## src/rtl/lpc_irq_pkg.sv

```systemverilog
package lpc_irq_pkg;
    localparam int REG_W     = 32;
    localparam int NUM_DEV   = 16;
    localparam int NUM_LINES = 4;
    localparam int ROUTE_W   = $clog2(NUM_LINES);
    localparam int EVT_W     = 11;
    localparam int ADDR_W    = 8;

    localparam logic [ADDR_W-1:0] OFS_M_ROUTE0 = 8'h08;
    localparam logic [ADDR_W-1:0] OFS_M_ROUTE1 = 8'h0C;
    localparam logic [ADDR_W-1:0] OFS_M_STAT   = 8'h50;
    localparam logic [ADDR_W-1:0] OFS_M_MASK   = 8'h54;
    localparam logic [ADDR_W-1:0] OFS_M_POL    = 8'h58;
    localparam logic [ADDR_W-1:0] OFS_M_INPUT  = 8'h5C;
    localparam logic [ADDR_W-1:0] OFS_H_CTRL   = 8'h30;
    localparam logic [ADDR_W-1:0] OFS_H_MASK   = 8'h34;
    localparam logic [ADDR_W-1:0] OFS_H_STAT   = 8'h38;
    localparam logic [ADDR_W-1:0] OFS_H_ERRA   = 8'h40;

    localparam logic [REG_W-1:0] DEV_FIELD = 32'hFFFF_8000;
    localparam logic [REG_W-1:0] EVT_FIELD = 32'h0000_04FF;
    localparam int CTRL_EN_BIT   = 31;
    localparam int CTRL_AUTO_BIT = 23;
    localparam int M_SRC_BIT     = 11;
    localparam int R1_TOP        = 27;
    localparam int R0_TOP        = 23;
    localparam int R1_COUNT      = 14;

    typedef struct packed {
        logic [REG_W-1:0] ctrl;
        logic [REG_W-1:0] mask;
        logic [REG_W-1:0] stat;
    } hc_state_t;

    typedef struct packed {
        logic [REG_W-1:0] route0;
        logic [REG_W-1:0] route1;
        logic [REG_W-1:0] stat;
        logic [REG_W-1:0] mask;
        logic [REG_W-1:0] pol;
        logic [REG_W-1:0] inp;
    } mst_state_t;
endpackage

```

## src/rtl/lpc_irq_hc_stat.sv

```systemverilog
module lpc_irq_hc_stat
    import lpc_irq_pkg::*;
(
    input  logic               clk,
    input  logic               rst_n,
    input  logic               routed_en,
    input  logic [NUM_DEV-1:0] dev_irq,
    input  logic [EVT_W-1:0]   evt_set,
    input  logic               wr_ctrl,
    input  logic               wr_mask,
    input  logic               wr_stat,
    input  logic [REG_W-1:0]   wdata,
    output logic [REG_W-1:0]   ctrl_q,
    output logic [REG_W-1:0]   mask_q,
    output logic [REG_W-1:0]   stat_q,
    output logic [REG_W-1:0]   active_q,
    output logic               rest_any_d
);
    hc_state_t s_d, s_q;
    logic [REG_W-1:0] lvl, clr, auto_clr, evt_bits, act_d, rest_d;

    always_comb begin
        lvl = '0;
        for (int k = 0; k < NUM_DEV; k++) begin
            lvl[REG_W-1-k] = dev_irq[k];
        end
        evt_bits = {{(REG_W-EVT_W){1'b0}}, evt_set} & EVT_FIELD;

        s_d = s_q;
        if (wr_ctrl) s_d.ctrl = wdata;
        if (wr_mask) s_d.mask = wdata;

        clr      = wr_stat ? (wdata & ~lvl) : '0;
        auto_clr = (routed_en && s_d.ctrl[CTRL_AUTO_BIT]) ? (DEV_FIELD & ~lvl) : '0;
        s_d.stat = (s_q.stat & ~clr & ~auto_clr) | lvl | evt_bits;

        act_d  = s_d.stat & s_d.mask & (s_d.ctrl[CTRL_EN_BIT] ? '1 : ~DEV_FIELD);
        rest_d = routed_en ? (act_d & ~DEV_FIELD) : act_d;
        rest_any_d = |rest_d;

        active_q = s_q.stat & s_q.mask & (s_q.ctrl[CTRL_EN_BIT] ? '1 : ~DEV_FIELD);
    end

    always_ff @(posedge clk) begin
        if (!rst_n) s_q <= '0;
        else        s_q <= s_d;
    end

    assign ctrl_q = s_q.ctrl;
    assign mask_q = s_q.mask;
    assign stat_q = s_q.stat;

    // an asserted device level is latched by the next cycle
    a_r2_level_sets: assert property (@(posedge clk) disable iff (!rst_n)
        1'b1 |=> ((s_q.stat & $past(lvl)) == $past(lvl)));

    // an event pulse leaves its status bit set
    a_r3_event_sets: assert property (@(posedge clk) disable iff (!rst_n)
        1'b1 |=> ((s_q.stat & $past(evt_bits)) == $past(evt_bits)));
endmodule

```

## src/rtl/lpc_irq_route.sv

```systemverilog
module lpc_irq_route
    import lpc_irq_pkg::*;
(
    input  logic                 routed_en,
    input  logic [REG_W-1:0]     active,
    input  logic [REG_W-1:0]     route0,
    input  logic [REG_W-1:0]     route1,
    output logic [NUM_LINES-1:0] lines
);
    logic [ROUTE_W-1:0] sel [NUM_DEV];

    for (genvar k = 0; k < NUM_DEV; k++) begin : g_field
        if (k < R1_COUNT) begin : g_r1
            assign sel[k] = route1[R1_TOP-2*k -: ROUTE_W];
        end else begin : g_r0
            assign sel[k] = route0[R0_TOP-2*(k-R1_COUNT) -: ROUTE_W];
        end
    end

    always_comb begin
        lines = '0;
        if (routed_en) begin
            for (int k = 0; k < NUM_DEV; k++) begin
                if (active[REG_W-1-k]) lines[sel[k]] = 1'b1;
            end
        end
    end
endmodule

```

## src/rtl/lpc_irq_master.sv

```systemverilog
module lpc_irq_master
    import lpc_irq_pkg::*;
(
    input  logic             clk,
    input  logic             rst_n,
    input  logic             routed_en,
    input  logic             wr_route0,
    input  logic             wr_route1,
    input  logic             wr_stat,
    input  logic             wr_mask,
    input  logic             wr_pol,
    input  logic [REG_W-1:0] wdata,
    input  logic             any_d,
    output logic [REG_W-1:0] route0_q,
    output logic [REG_W-1:0] route1_q,
    output logic [REG_W-1:0] stat_q,
    output logic [REG_W-1:0] mask_q,
    output logic [REG_W-1:0] pol_q,
    output logic [REG_W-1:0] inp_q,
    output logic             host_irq
);
    mst_state_t s_d, s_q;

    always_comb begin
        s_d = s_q;
        if (wr_route0 && routed_en) s_d.route0 = wdata;
        if (wr_route1 && routed_en) s_d.route1 = wdata;
        if (wr_mask) s_d.mask = wdata;
        if (wr_pol)  s_d.pol  = wdata;
        s_d.inp = '0;
        s_d.inp[M_SRC_BIT] = any_d;
        s_d.stat = (s_q.stat & ~(wr_stat ? wdata : '0)) | (s_d.inp & s_d.mask);
    end

    always_ff @(posedge clk) begin
        if (!rst_n) s_q <= '0;
        else        s_q <= s_d;
    end

    assign route0_q = s_q.route0;
    assign route1_q = s_q.route1;
    assign stat_q   = s_q.stat;
    assign mask_q   = s_q.mask;
    assign pol_q    = s_q.pol;
    assign inp_q    = s_q.inp;
    assign host_irq = |s_q.stat;

    // master status bits are sticky without a status write
    a_r8_sticky: assert property (@(posedge clk) disable iff (!rst_n)
        !wr_stat |=> ((s_q.stat & $past(s_q.stat)) == $past(s_q.stat)));

    // route registers hold while routed mode is off
    a_r10_route_hold: assert property (@(posedge clk) disable iff (!rst_n)
        !routed_en |=> (s_q.route0 == $past(s_q.route0) && s_q.route1 == $past(s_q.route1)));
endmodule

```

## src/rtl/lpc_irq_router.sv

```systemverilog
module lpc_irq_router
    import lpc_irq_pkg::*;
(
    input  logic                 clk,
    input  logic                 rst_n,
    input  logic                 routed_en,
    input  logic [NUM_DEV-1:0]   dev_irq,
    input  logic [EVT_W-1:0]     evt_set,
    input  logic                 reg_wr,
    input  logic                 reg_hc_sel,
    input  logic [ADDR_W-1:0]    reg_addr,
    input  logic [REG_W-1:0]     reg_wdata,
    output logic [REG_W-1:0]     reg_rdata,
    output logic [NUM_LINES-1:0] serirq_out,
    output logic                 host_irq
);
    logic wr_h, wr_m;
    logic [REG_W-1:0] h_ctrl, h_mask, h_stat, h_act;
    logic [REG_W-1:0] m_r0, m_r1, m_stat, m_mask, m_pol, m_inp;
    logic rest_any;

    assign wr_h = reg_wr &&  reg_hc_sel;
    assign wr_m = reg_wr && !reg_hc_sel;

    lpc_irq_hc_stat u_hc (
        .clk        (clk),
        .rst_n      (rst_n),
        .routed_en  (routed_en),
        .dev_irq    (dev_irq),
        .evt_set    (evt_set),
        .wr_ctrl    (wr_h && reg_addr == OFS_H_CTRL),
        .wr_mask    (wr_h && reg_addr == OFS_H_MASK),
        .wr_stat    (wr_h && reg_addr == OFS_H_STAT),
        .wdata      (reg_wdata),
        .ctrl_q     (h_ctrl),
        .mask_q     (h_mask),
        .stat_q     (h_stat),
        .active_q   (h_act),
        .rest_any_d (rest_any)
    );

    lpc_irq_route u_route (
        .routed_en (routed_en),
        .active    (h_act),
        .route0    (m_r0),
        .route1    (m_r1),
        .lines     (serirq_out)
    );

    lpc_irq_master u_mst (
        .clk       (clk),
        .rst_n     (rst_n),
        .routed_en (routed_en),
        .wr_route0 (wr_m && reg_addr == OFS_M_ROUTE0),
        .wr_route1 (wr_m && reg_addr == OFS_M_ROUTE1),
        .wr_stat   (wr_m && reg_addr == OFS_M_STAT),
        .wr_mask   (wr_m && reg_addr == OFS_M_MASK),
        .wr_pol    (wr_m && reg_addr == OFS_M_POL),
        .wdata     (reg_wdata),
        .any_d     (rest_any),
        .route0_q  (m_r0),
        .route1_q  (m_r1),
        .stat_q    (m_stat),
        .mask_q    (m_mask),
        .pol_q     (m_pol),
        .inp_q     (m_inp),
        .host_irq  (host_irq)
    );

    always_comb begin
        reg_rdata = '1;
        if (reg_hc_sel) begin
            case (reg_addr)
                OFS_H_CTRL: reg_rdata = h_ctrl;
                OFS_H_MASK: reg_rdata = h_mask;
                OFS_H_STAT: reg_rdata = h_stat;
                OFS_H_ERRA: reg_rdata = '0;
                default:    reg_rdata = '1;
            endcase
        end else begin
            case (reg_addr)
                OFS_M_ROUTE0: reg_rdata = m_r0;
                OFS_M_ROUTE1: reg_rdata = m_r1;
                OFS_M_STAT:   reg_rdata = m_stat;
                OFS_M_MASK:   reg_rdata = m_mask;
                OFS_M_POL:    reg_rdata = m_pol;
                OFS_M_INPUT:  reg_rdata = m_inp;
                default:      reg_rdata = '1;
            endcase
        end
    end

    // with the serial enable clear no device IRQ reaches a routed line
    a_r4_enable_gates: assert property (@(posedge clk) disable iff (!rst_n)
        !h_ctrl[CTRL_EN_BIT] |-> (serirq_out == '0));

    // routed lines stay quiet outside routed mode
    a_r7_unrouted_quiet: assert property (@(posedge clk) disable iff (!rst_n)
        !routed_en |-> (serirq_out == '0));
endmodule

```

## config.mk

```make
export PLATFORM = sky130hd
export DESIGN_NAME = lpc_irq_router
export DESIGN_NICKNAME = d
export VERILOG_FILES = /design/src/rtl/lpc_irq_pkg.sv /design/src/rtl/lpc_irq_hc_stat.sv /design/src/rtl/lpc_irq_route.sv /design/src/rtl/lpc_irq_master.sv /design/src/rtl/lpc_irq_router.sv
export SDC_FILE = /design/constraint.sdc
export NUM_CORES = 1
export LEC_CHECK = 0
export BUFFER_PORTS_ARGS = -buffer_cell sky130_fd_sc_hd__buf_2
export CAP_MARGIN = 20
export CORE_ASPECT_RATIO = 2
export CORE_MARGIN = 4
export CORE_UTILIZATION = 55
export CTS_CLUSTER_DIAMETER = 150
export DETAILED_ROUTE_END_ITERATION = 8
export GPL_ROUTABILITY_DRIVEN = 0
export PLACE_DENSITY = 0.8
export SETUP_SLACK_MARGIN = 0.02
export SLEW_MARGIN = 25
export SYNTH_ARGS = -nofsm -noshare
export SYNTH_HDL_FRONTEND = slang
export SYNTH_HIERARCHICAL = 1
export SYNTH_SLANG_ARGS = --single-unit
```

## constraint.sdc

```tcl
create_clock -name clk -period 3 [get_ports clk]
set_input_delay 0.3 -clock clk [delete_from_list [all_inputs] [get_ports clk]]
set_output_delay 0.3 -clock clk [all_outputs]
set_load 0.01 [all_outputs]
```

# Word-level counts from Yosys, hierarchy flattened
# Index checks and enable logic that the tools add are counted.
[word_totals]
regBits = 288
inputBits = 72
output_inout_bits = 37
word_cells = 192
[op_classes]
n_lt_le_gt_ge = 32
eq_ne = 10
muxes = 76
bitwise_logic = 31
reduce_logical = 32
[op_table]
columns = ["cell", "n"]
rows = [
  ["2-to-1 mux 32 bit", 10],
  ["bitwise AND 32 bit", 8],
  ["case mux 32 bit (6 select lines)", 1],
  ["2-to-1 mux 4 bit", 32],
  ["inverter 32 bit", 4],
  ["case mux 32 bit (4 select lines)", 1],
  ["bitwise OR 32 bit", 2],
  ["OR reduction 32 bit", 2],
  ["bitwise OR 4 bit", 15],
  ["less-than comparator 2 x 3 -> 1 bit (second input constant)", 16],
  ["== test 8 x 7 -> 1 bit (second input constant)", 5],
  ["bitwise AND 12 x 32 -> 32 bit", 1],
  ["demux 1 bit (select 2 bit)", 16],
  ["greater-or-equal comparator 2 x 1 -> 1 bit (second input constant)", 16],
  ["bitwise OR 32 x 11 -> 32 bit", 1],
  ["logical AND 1 bit", 29],
  ["== test 8 x 6 -> 1 bit (second input constant)", 3],
  ["== test 8 x 4 -> 1 bit (second input constant)", 2],
  ["2-to-1 mux 1 bit", 16],
  ["logical NOT 1 bit", 1],
]

# Logic depth before layout (Yosys ltp)
# Gate-level depths: netlist of the first run.
[logic_depth]
word_depth = 51
mapped_depth = 15
ltp_nobuf = 11

# Hierarchy
# The synthesis of the first run kept the hierarchy.
[by_module_without_submodules]
columns = ["mod", "instances", "cells_each", "area_per_inst_um2", "seq_area_each_um2"]
rows = [
  ["lpc_irq_master", 1, 637, 6129.6, 3223.1],
  ["lpc_irq_hc_stat", 1, 423, 4016.4, 1921.8],
  ["lpc_irq_router", 1, 389, 2726.4, 0.0],
  ["lpc_irq_route", 1, 95, 563.0, 0.0],
]

# Worst setup path before layout of the first run
# OpenSTA, ideal clock, no wires.
[synth_timing]
path_type = "input port to flip-flop"
from = "input reg_addr[0]"
to = "register u_mst.s_q (netlist bit u_mst/stat_q[11])"
t_arrival_ns = 2.854
t_required_ns = 2.882
setup_slack_ns = 0.028
path_stages = 15
path_cell_list = "buf_2 -> nor3_1 -> clkbuf_1 -> clkbuf_1 -> nand2_1 -> nor2_1 -> buf_6 -> buf_6 -> mux2_2 -> o221ai_1 -> o2111ai_1 -> nor4_1 -> o311ai_1 -> a22oi_1 -> nor2b_1"
[synth_via]
elab_chain_cells = 15
word_cells_on_any_way = 32
cone_classes = "5 x eq/ne; 8 x mux; 12 x bitwise; 7 x reduce/logical"
[synth_lines]
columns = ["item", "line_no", "rtl"]
rows = [
  ["start: declaration", "lpc_irq_router.sv:11", "input logic [ADDR_W-1:0] reg_addr,"],
  ["== test 8 x 6 -> 1 bit", "lpc_irq_router.sv:31", ".wr_ctrl (wr_h && reg_addr == OFS_H_CTRL),"],
  ["logical AND 1 bit", "lpc_irq_router.sv:31", ""],
  ["2-to-1 mux 32 bit", "lpc_irq_hc_stat.sv:30", "if (wr_ctrl) s_d.ctrl = wdata;"],
  ["logical AND 1 bit", "lpc_irq_hc_stat.sv:34", "auto_clr = (routed_en && s_d.ctrl[CTRL_AUTO_BIT]) ? (DEV_FIELD & ~lvl) : '0;"],
  ["2-to-1 mux 32 bit", "lpc_irq_hc_stat.sv:34", ""],
  ["inverter 32 bit", "lpc_irq_hc_stat.sv:35", "s_d.stat = (s_q.stat & ~clr & ~auto_clr) | lvl | evt_bits;"],
  ["bitwise AND 32 bit", "lpc_irq_hc_stat.sv:35", ""],
  ["bitwise OR 32 bit", "lpc_irq_hc_stat.sv:35", ""],
  ["bitwise OR 32 x 11 -> 32 bit", "lpc_irq_hc_stat.sv:35", ""],
  ["bitwise AND 32 bit", "lpc_irq_hc_stat.sv:37", "act_d = s_d.stat & s_d.mask & (s_d.ctrl[CTRL_EN_BIT] ? '1 : ~DEV_FIELD);"],
  ["bitwise AND 32 bit *", "lpc_irq_hc_stat.sv:37", ""],
  ["2-to-1 mux 32 bit *", "lpc_irq_hc_stat.sv:38", "rest_d = routed_en ? (act_d & ~DEV_FIELD) : act_d;"],
  ["OR reduction 32 bit *", "lpc_irq_hc_stat.sv:39", "rest_any_d = |rest_d;"],
  ["net rest_any", "lpc_irq_router.sv:20", "logic rest_any;"],
  ["bitwise AND 12 x 32 -> 32 bit *", "lpc_irq_master.sv:32", "s_d.stat = (s_q.stat & ~(wr_stat ? wdata : '0)) | (s_d.inp & s_d.mask);"],
  ["bitwise OR 32 bit *", "lpc_irq_master.sv:32", ""],
  ["end signal: assignment", "lpc_irq_master.sv:36", "if (!rst_n) s_q <= '0;"],
  ["end signal: assignment", "lpc_irq_master.sv:37", "else s_q <= s_d;"],
  ["end: declaration", "lpc_irq_master.sv:22", "mst_state_t s_d, s_q;"],
]
# The timed path passes the listed nets; every way through them passes the cells marked *.
# A chain may end at the register's enable or synchronous reset.

# Worst setup path in the final report of the first run
[layout_timing]
from = "register u_hc.s_q (netlist bit u_hc/ctrl_q[31])"
to = "output serirq_out[0]"
[layout_via]
word_cells_on_any_way = 49
cone_classes = "33 x mux; 16 x bitwise"
[layout_rtl]
columns = ["item", "line_no", "rtl"]
rows = [
  ["start: declaration", "lpc_irq_hc_stat.sv:19", "hc_state_t s_d, s_q;"],
  ["start signal: assignment", "lpc_irq_hc_stat.sv:45", "if (!rst_n) s_q <= '0;"],
  ["start signal: assignment", "lpc_irq_hc_stat.sv:46", "else s_q <= s_d;"],
  ["2-to-1 mux 32 bit *", "lpc_irq_hc_stat.sv:41", "active_q = s_q.stat & s_q.mask & (s_q.ctrl[CTRL_EN_BIT] ? '1 : ~DEV_FIELD);"],
  ["bitwise AND 32 bit *", "lpc_irq_hc_stat.sv:41", ""],
  ["net h_act[19]", "lpc_irq_router.sv:18", "logic [REG_W-1:0] h_ctrl, h_mask, h_stat, h_act;"],
  ["2-to-1 mux 4 bit *", "lpc_irq_route.sv:24", "if (active[REG_W-1-k]) lines[sel[k]] = 1'b1;"],
  ["2-to-1 mux 4 bit *", "lpc_irq_route.sv:22", "if (routed_en) begin"],
  ["bitwise OR 4 bit (no source line)", "n/a", ""],
  ["2-to-1 mux 4 bit *", "lpc_irq_route.sv:24", ""],
  ["2-to-1 mux 4 bit *", "lpc_irq_route.sv:22", ""],
  ["bitwise OR 4 bit (no source line)", "n/a", ""],
  ["2-to-1 mux 4 bit *", "lpc_irq_route.sv:24", ""],
  ["2-to-1 mux 4 bit *", "lpc_irq_route.sv:22", ""],
  ["bitwise OR 4 bit (no source line)", "n/a", ""],
  ["2-to-1 mux 4 bit *", "lpc_irq_route.sv:24", ""],
  ["2-to-1 mux 4 bit *", "lpc_irq_route.sv:22", ""],
  ["end: declaration", "lpc_irq_router.sv:14", "output logic [NUM_LINES-1:0] serirq_out,"],
]
# The timed path passes the listed nets; every way through them passes the cells marked *. The select of a mux whose other input is x is not followed.

==> results_dict.tcl, run 1 <==
set metrics [dict create \
    status "finished clean" \
    worst_r2r_endpoint "u_mst/stat_q[11]$_SDFF_PN0_" \
    numPortBuffers 106 \
    syn_avg_cell_area_um2 8.727 \
    n_fill_cell 1978 \
    p_leak_nw 5.293 \
    clock-root-buffer "clkbuf_16" \
    clockBufferDepth 3 \
    timing.critical_path.buf_inv 1 \
    insertion_delay_ns 0.53 \
    grt_max_degree 91 \
    worstHoldStart "evt_set[7]" \
    drive_gt1_frac 0.1875 \
    hp-class "primary input to register" \
    htree_levels 1 \
    cts.sinks 257 \
    r2r_slack_ns 0.83 \
    setup_tns_ns 0 \
    switching_power_w 0.001639 \
    grt_pass1_wl_mm 67.74 \
    setup_viol 0 \
    max-vdd-ir-drop_mv 0.4421 \
    via_per_inst 6.440 \
    p_sw_frac 0.2354 \
    sequentialPowerShare 0.496 \
    synth.cell_area_mm2 0.01334 \
    finalPower_w 0.006961 \
    max_stage_delay_ns 0.55 \
    cp-end-kind "output pin" \
    num_vias 12440 \
    rsz0062_at_grt "false" \
    seqCellArea_mm2 0.005146 \
    boundaryPins 109 \
    fin_util 0.6301 \
    internal-power_w 0.005322 \
    whs_ns 0.01822 \
    wl_mm 43.60 \
    multiInputGateArea_mm2 0.007485 \
    cp_max_fo 18 \
    start_util 0.5574 \
    p_per_area_mw_per_mm2 461.8 \
    slew_violations 0 \
    fmax_mhz 351.9 \
    fin_crit_ns 2.842 \
    p_clk_frac 0.433 \
    relSlewSlack 0.3381 \
    routedWlPerCell_um 22.58 \
    worst_slack_ns 0.1583 \
    tightest_slew_ns 0.9928 \
    finalCritPeriodShare 0.9472 \
    r2r_start "u_hc/ctrl_q[23]$_SDFF_PN0_" \
    fin_skew_ns 0.007993 \
    ant_nets 0 \
    nets 1699 \
    hold_viol_final 0 \
    syn_inst 1528 \
    grt_usage 0.3118 \
    yosys_warnings 6 \
    combPwrFrac 0.071 \
    drt_pass1_iterations 6 \
    crit_type "register to output pin" \
    die_h_um 228.2 \
    path_clk_slew_ns 0.07 \
    cts_inserted_buffers 22 \
    num_rows 80 \
    drt_iter0_drc 1213 \
    drc_errors 0 \
    hold_end "u_hc/stat_q[7]$_SDFF_PN0_" \
    die_width_um 118.1 \
    hpwl_mm 30.38 \
    slowest_stage "or4_1" \
    crit_required_ns 2.70 \
    arrival_ns 2.54 \
    first_global_vias 12450 \
    dieArea_mm2 0.02695 \
    start_kind "register" \
    path_cells "and3_1, nor3b_1, or4_1, nor4_2, a31oi_1, buf_2" \
    hold_depth 3 \
    area_growth_pct 13.04 \
    drv_cap 0 \
    grt-ovfl-total 0 \
    dp_slack_ns -0.3499 \
    r2r_cells 9 \
    grt_antenna_before_repair 1 \
    core_mm2 0.02392 \
    cp_top_family "simple AND/OR/NAND/NOR gates" \
    tritoncts "yes" \
]
-- per-stage QoR --
step,instances,area [µm²]
floorplan,1558,13450
global placement,1888,14290
detailed placement,1888,14290
CTS,1930,15060
global route,1931,15070
finish,1931,15070
-- area by class of cell --
type / instances / share of cell area
sequential: 257 / 0.3414
multi-input combinational: 1147 / 0.4965
clock inverter: 7 / 0.005644
clock buffer: 33 / 0.04399
tap: 287 / 0.02382
timing repair buffer: 194 / 0.08723
antenna: 1 / 0.0001660
inverter: 5 / 0.001245
-- sequential cells by signal, summed over array words and instances, names as in the netlist --
name            flops
u_mst/inp_q         1
u_hc/ctrl_q        32
u_hc/stat_q        32
u_mst/route0_q     32
u_mst/stat_q       32
u_mst/pol_q        32
u_mst/route1_q     32
u_mst/mask_q       32
u_hc/mask_q        32
-- how the worst max path moves through the flow --
stage | from | to | slack, ns | cells after the start
2_1_floorplan | reg_addr[0] | u_mst/stat_q[11]$_SDFF_PN0_ | 0.03 | 15
3_3_place_gp | reg_addr[1] | u_mst/stat_q[11]$_SDFF_PN0_ | -0.32 | 13
3_5_place_dp | reg_addr[1] | u_mst/stat_q[11]$_SDFF_PN0_ | -0.35 | 13
4_1_cts | reg_addr[2] | reg_rdata[23] | 0.10 | 8
5_1_grt | u_hc/ctrl_q[31]$_SDFF_PN0_ | serirq_out[0] | 0.09 | 6
6_report | u_hc/ctrl_q[31]$_SDFF_PN0_ | serirq_out[0] | 0.16 | 6
-- placed cells by master (no fill, tap or decap), drive strengths merged, types with 6 or more instances in the layout --
cell type / n
o221ai: 13
mux2: 57
clkbuf: 33
a21oi: 66
a22oi: 61
nand3: 9
nor2b: 65
nor3: 18
nor3b: 16
and3: 22
nor4: 20
nand2b: 19
buf: 192
conb: 31
and2: 19
a31oi: 6
o22ai: 34
dfxtp: 257
mux2i: 131
a221oi: 15
o21ai: 9
a22o: 17
o32a: 13
nor2: 135
a21boi: 80
nand2: 220
a2bb2oi: 17
nand3b: 12
-- layer usage --
metal | track usage | wire length, µm
met1 | 0.3626 | 15460
met2 | 0.5207 | 21270
met3 | 0.04016 | 3563
met4 | 0.2290 | 3304
met5 | 0 | 0
-- worst reg2reg max path, stage by stage (launching register included) --
cell and delay, ns:
dfxtp_1 0.33, mux2i_2 0.21, buf_12 0.20, o22ai_1 0.11, o2111ai_1 0.29, nor4_1 0.11, buf_4 0.16, o311ai_1 0.40
a22oi_1 0.17, nor2b_1 0.13
-- power by group through the flow --
stage	clock [W]	combinational, W	sequential, W
after global routing	0.00315	0.000522	0.00345
after global placement	0	0.000469	0.00353
final	0.00302	0.000492	0.00345
after detailed placement	0	0.000475	0.00353
after floorplan	0	0.000268	0.00352
after CTS	0.00303	0.000478	0.00345
-- what timing repair did --
item	CTS	global route
gates resized for setup	1	3
endpoints found under the setup margin	1	4
hold buffers	2	0
cloned	0	0
hold endpoints to repair	2	0
buffers inserted	0	0
Note: power is estimated with default switching activity, not from simulation.
==> inputs of run 2 (changes only) <==
- CELL_PAD_IN_SITES_DETAIL_PLACEMENT: unset -> 1
- CELL_PAD_IN_SITES_GLOBAL_PLACEMENT: unset -> 2
- CORE_UTILIZATION: 55 -> 34
==> run 2 against run 1 <==
Maximum frequency is 4.6% lower; cell count is 13% higher; routed wire length is 21% higher; power is 4.6% higher; via count is 2.2% lower; sequential share of layout area is 1.1 points lower; critical path depth is 1 higher; global-route usage is 7.0 points lower; sequential power hardly changed; combinational power is 6.3% higher; clock skew hardly changed.
==> results_dict.tcl, run 2 (same netlist as run 1, synthesis figures left out) <==
set metrics [dict create \
    status "finished clean" \
    hold_depth 3 \
    start_kind "register" \
    p_per_area_mw_per_mm2 467.6 \
    setup_viol 0 \
    start_util 0.3437 \
    dieArea_mm2 0.04265 \
    grt-ovfl-total 0 \
    area_growth_pct 16.76 \
    cp_max_fo 8 \
    r2r_start "u_hc/ctrl_q[23]$_SDFF_PN0_" \
    via_per_inst 5.586 \
    hpwl_mm 38.18 \
    worst_r2r_endpoint "u_mst/stat_q[11]$_SDFF_PN0_" \
    final_common_cell "dfxtp_1" \
    numPlacedInstances 2131 \
    ant_nets 0 \
    drc_errors 0 \
    arrival_ns 2.68 \
    diodes 0 \
    hold_viol_final 0 \
    fmax_mhz 335.5 \
    core_mm2 0.03880 \
    fin_skew_ns 0.008186 \
    cts.sinks 257 \
    postCtsSetupBuffers 0 \
    cp-endpoint "serirq_out[0]" \
    setup_tns_ns 0 \
    cp-end-kind "output pin" \
    dp_slack_ns -0.6050 \
    fin_crit_ns 2.980 \
    relSlewSlack 0.3463 \
    most-common-layout-cells "dfxtp_1 (256), nand2_1 (220), nor2_1 (130), mux2i_1 (130), buf_2 (105)" \
    final_area_mm2 0.01557 \
    boundaryPins 109 \
    first_global_vias 13110 \
    r2r_cells 10 \
    crit_required_ns 2.70 \
    insertion_delay_ns 0.54 \
    p_leak_nw 5.407 \
    routedWlPerCell_um 24.31 \
    path_clk_slew_ns 0.07 \
    num_rows 102 \
    tritoncts "yes" \
    die_width_um 148.0 \
    die_h_um 288.1 \
    num_vias 12170 \
    drt_iter0_drc 671 \
    grt_usage 0.2423 \
    hp-class "primary input to register" \
    crit_type "register to output pin" \
    worst_slack_ns 0.01980 \
    r2r_slack_ns 0.65 \
    rsz0062_at_grt "true" \
    drive_gt1_frac 0.1972 \
    grt_max_degree 101 \
    nets 1714 \
    htree_levels 1 \
    drv_cap 0 \
    max-vdd-ir-drop_mv 0.3895 \
    slew_violations 0 \
    drt_pass1_iterations 5 \
    numPortBuffers 106 \
    cp-startpoint "u_hc/ctrl_q[31]$_SDFF_PN0_" \
    wl_mm 52.95 \
    grt_pass1_wl_mm 79.55 \
    clockBufferDepth 3 \
    whs_ns 0.04558 \
    cts_inserted_buffers 25 \
    finalCritPeriodShare 0.9934 \
    clock-root-buffer "clkbuf_16" \
    final_cells 2178 \
    place_area_mm2 0.01466 \
    tightest_slew_ns 0.9806 \
    grt_antenna_before_repair 0 \
]
[run 2: final cells by class]
type,instances,area (µm²)
Tap cell,520,650.6
Timing Repair Buffer,206,1410
Fill cell,4650,23230
Clock buffer,31,688.2
Clock inverter,12,137.6
Inverter,5,18.77
Multi-Input combinational cell,1147,7518
Sequential cell,257,5146
[run 2: worst min path at each step]
stage                                       end                   startpoint  slack [ns]
floorplan           u_mst/stat_q[28]$_SDFF_PN0_                reg_wdata[28]        0.39
global placement    u_mst/stat_q[16]$_SDFF_PN0_  u_mst/stat_q[16]$_SDFF_PN0_        0.43
detailed placement   u_mst/stat_q[7]$_SDFF_PN0_   u_mst/stat_q[7]$_SDFF_PN0_        0.44
CTS                  u_hc/stat_q[20]$_SDFF_PN0_                  dev_irq[11]        0.03
global route         u_hc/stat_q[20]$_SDFF_PN0_                  dev_irq[11]        0.05
finish               u_hc/stat_q[20]$_SDFF_PN0_                  dev_irq[11]        0.05
[run 2: timing repair]
item | 4_1_cts | 5_1_grt
endpoints found under the hold margin | 4 | 0
setup endpoints to repair | 7 | 3
hold buffers | 4 | 0
pin swaps | 0 | 2
gates resized for setup | 6 | 1
[run 2: worst max-delay path: stages, from the launching register on]
cell and delay [ns]:
dfxtp_2 0.38, buf_4 0.18, and3_1 0.22, nor3b_1 0.18
or4_1 0.46, nor4_4 0.35, a31oi_4 0.18, buf_2 0.19
[run 2: where the power goes]
part / total [W] / switching [W] / internal, W
combinational: 0.000523 / 0.000333 / 0.000190
clock: 0.00330 / 0.00143 / 0.00188
sequential: 0.00345 / 0.0000183 / 0.00344
total: 0.00728 / 0.00178 / 0.00550
[run 2: routing by layer]
metal	part of all wire	global-route usage	up-vias
met5	0	0	-
met2	0.52	0.4425	314
met4	0.058	0.1274	0
met3	0.038	0.03119	132
li1	-	-	5621
met1	0.39	0.2708	6099
[run 2: stage by stage]
stage,util,total power [W]
after global routing,0.4013,0.007502
final,0.4013,0.007281
after global placement,0.3779,0.004036
after CTS,0.4013,0.007343
after detailed placement,0.3779,0.004047
after floorplan,-,0.003792
==> inputs of run 3 (changes only) <==
- ABC_AREA: unset -> 1
- CORE_UTILIZATION: 34 -> 30
==> run 3 against run 2 <==
Sequential share of layout area down 1.7 points; die area up 20%; routed wire length up 10%; first-iteration DRC count up 12%; critical path depth up 4; synthesized cell count up 51%; final area up 5.2%; worst hold slack worse by 0.022 ns; global-route usage down 1.7 points; largest power group is now the clock network; highest routed layer unchanged.
==> results_dict.tcl, run 3 <==
set metrics [dict create \
    fin_util 0.3501 \
    nets 2438 \
    wl_mm 58.35 \
    r2r_slack_ns 1.16 \
    max_stage_delay_ns 0.36 \
    crit_type "register to output pin" \
    internal-power_w 0.005548 \
    diodes 0 \
    worst_r2r_endpoint "u_mst/stat_q[11]$_SDFF_PN0_" \
    grt_max_degree 112 \
    p_leak_nw 7.322 \
    syn_avg_cell_area_um2 6.189 \
    most-common-layout-cells "nor2_1 (498), nand2_1 (496), nand3_1 (303)" \
    yosys_warnings 6 \
    start_kind "register" \
    status "finished clean" \
    grt_antenna_before_repair 1 \
    p_per_area_mw_per_mm2 458.9 \
    r2r_cells 15 \
    hold_viol_final 0 \
    p_sw_frac 0.2621 \
    cpMostUsedCell "nor2_1" \
    sequentialPowerShare 0.459 \
    rsz0062_at_grt "false" \
    setup_tns_ns 0 \
    relSlewSlack 0.3733 \
    grt_usage 0.2257 \
    boundaryPins 109 \
    num_rows 112 \
    cp_max_fo 16 \
    start_util 0.3043 \
    cp_top_family "simple AND/OR/NAND/NOR gates" \
    hpwl_mm 40.97 \
    dieArea_mm2 0.05123 \
    combPwrFrac 0.074 \
    grt_pass1_wl_mm 91.00 \
    finalPower_w 0.007519 \
    slew_violations 0 \
    worstHoldStart "dev_irq[15]" \
    slowest_stage "dfxtp_1" \
    routedWlPerCell_um 19.37 \
    arrival_ns 2.54 \
    p_clk_frac 0.466 \
    hp-class "primary input to register" \
    postCtsSetupBuffers 0 \
    tritoncts "yes" \
    clock-root-buffer "clkbuf_16" \
    cts_inserted_buffers 27 \
    final_common_cell "nor2_1" \
    path_cells "clkinv_1, buf_4, nor3_1, buf_4, nand3_1, nand2_1, nor2_1, nand2_1, nor2_1, nor2_1, buf_2" \
    drive_gt1_frac 0.1136 \
    drc_errors 0 \
    core_mm2 0.04680 \
    drv_cap 0 \
    num_vias 15090 \
    syn_inst 2301 \
    path_clk_slew_ns 0.06 \
    drt_pass1_iterations 5 \
    tightest_slew_ns 0.9400 \
    numPortBuffers 106 \
    via_per_inst 5.008 \
    switching_power_w 0.001971 \
    crit_required_ns 2.70 \
    fin_skew_ns 0.01212 \
    htree_levels 1 \
    die_h_um 316.1 \
    die_width_um 162.1 \
    clockBufferDepth 3 \
    drt_iter0_drc 753 \
    cp-end-kind "output pin" \
    grt-ovfl-total 0 \
    area_growth_pct 15.05 \
    first_global_vias 16070 \
    finalCritPeriodShare 0.9453 \
    timing.critical_path.buf_inv 4 \
    max-vdd-ir-drop_mv 0.3330 \
    cts.sinks 257 \
    cp.depth 11 \
    fmax_mhz 352.6 \
    fin_crit_ns 2.836 \
    insertion_delay_ns 0.56 \
    cp-startpoint "u_hc/ctrl_q[31]$_SDFF_PN0_" \
    r2r_start "u_hc/ctrl_q[23]$_SDFF_PN0_" \
    setup_viol 0 \
    cp-endpoint "serirq_out[0]" \
    synth.cell_area_mm2 0.01424 \
    ant_nets 0 \
]
## run 3: how the worst min path moves through the flow
| stage | endpoint | slack [ns] | depth (start not counted) |
|---|---|---|---|
| after detailed placement | u_mst/stat_q[31]$_SDFF_PN0_ | 0.44 | 2 |
| final | u_hc/stat_q[16]$_SDFF_PN0_ | 0.02 | 3 |
| after CTS | u_hc/stat_q[1]$_SDFF_PN0_ | 0.0007 | 3 |
| after global placement | u_mst/stat_q[0]$_SDFF_PN0_ | 0.44 | 2 |
| after global routing | u_hc/stat_q[16]$_SDFF_PN0_ | 0.02 | 3 |
| after floorplan | u_mst/stat_q[1]$_SDFF_PN0_ | 0.39 | 1 |
## run 3: power by group through the flow
stage	Combinational, W	Clock (W)	Sequential, W
finish	0.000560	0.00351	0.00345
global route	0.000616	0.00371	0.00345
CTS	0.000559	0.00360	0.00345
detailed placement	0.000551	0	0.00353
global placement	0.000543	0	0.00353
floorplan	0.000308	0	0.00352
## run 3: what timing repair did
item | 4_1_cts | 5_1_grt
resized for setup | 4 | 8
pin swaps | 0 | 0
hold buffers | 6 | 0
hold endpoints to repair | 6 | 0
endpoints found under the setup margin | 4 | 4
## run 3: routing by layer
| metal | global-route usage | part of all wire | up-vias |
|---|---|---|---|
| li1 | - | - | 7343 |
| met1 | 0.2738 | 0.42 | 7401 |
| met2 | 0.4161 | 0.52 | 267 |
| met3 | 0.01847 | 0.031 | 77 |
| met4 | 0.07812 | 0.031 | 0 |
| met5 | 0 | 0 | - |
## run 3: per-stage QoR
step | setup slack (ns) | instance area [µm²] | hold WS (ns) | instances
2_1_floorplan | 0.8616 | 14350 | 0.3870 | 2331
5_1_grt | 0.04177 | 16380 | 0.02268 | 3013
4_1_cts | 0.009852 | 16340 | 0.0007073 | 3013
6_report | 0.1641 | 16380 | 0.02395 | 3013
3_3_place_gp | 0.2616 | 15380 | 0.4358 | 2958
3_5_place_dp | 0.2053 | 15380 | 0.4425 | 2958
## run 3: worst register-to-register path: stages, from the launching register on
cell and delay [ns]:
dfxtp_1 0.34, inv_1 0.05, nand2_2 0.09, nand3_4 0.14, buf_12 0.19, nand2_1 0.08, nand2_1 0.05, nand2_1 0.05
nand2_1 0.07, nor2_1 0.10, nand2_1 0.06, o21ai_1 0.13, buf_4 0.13, nand2_1 0.05, nand2_1 0.07, o21ai_0 0.10
## run 3: cell type report
class                      count  area [µm²]
clock buffer                  39       770.7
clock inverter                10       112.6
fill                        6231       30420
inverter                     221       829.5
multi-input combinational   1683        7493
sequential                   257        5145
tap                          627       784.5
timing repair buffer         176        1249
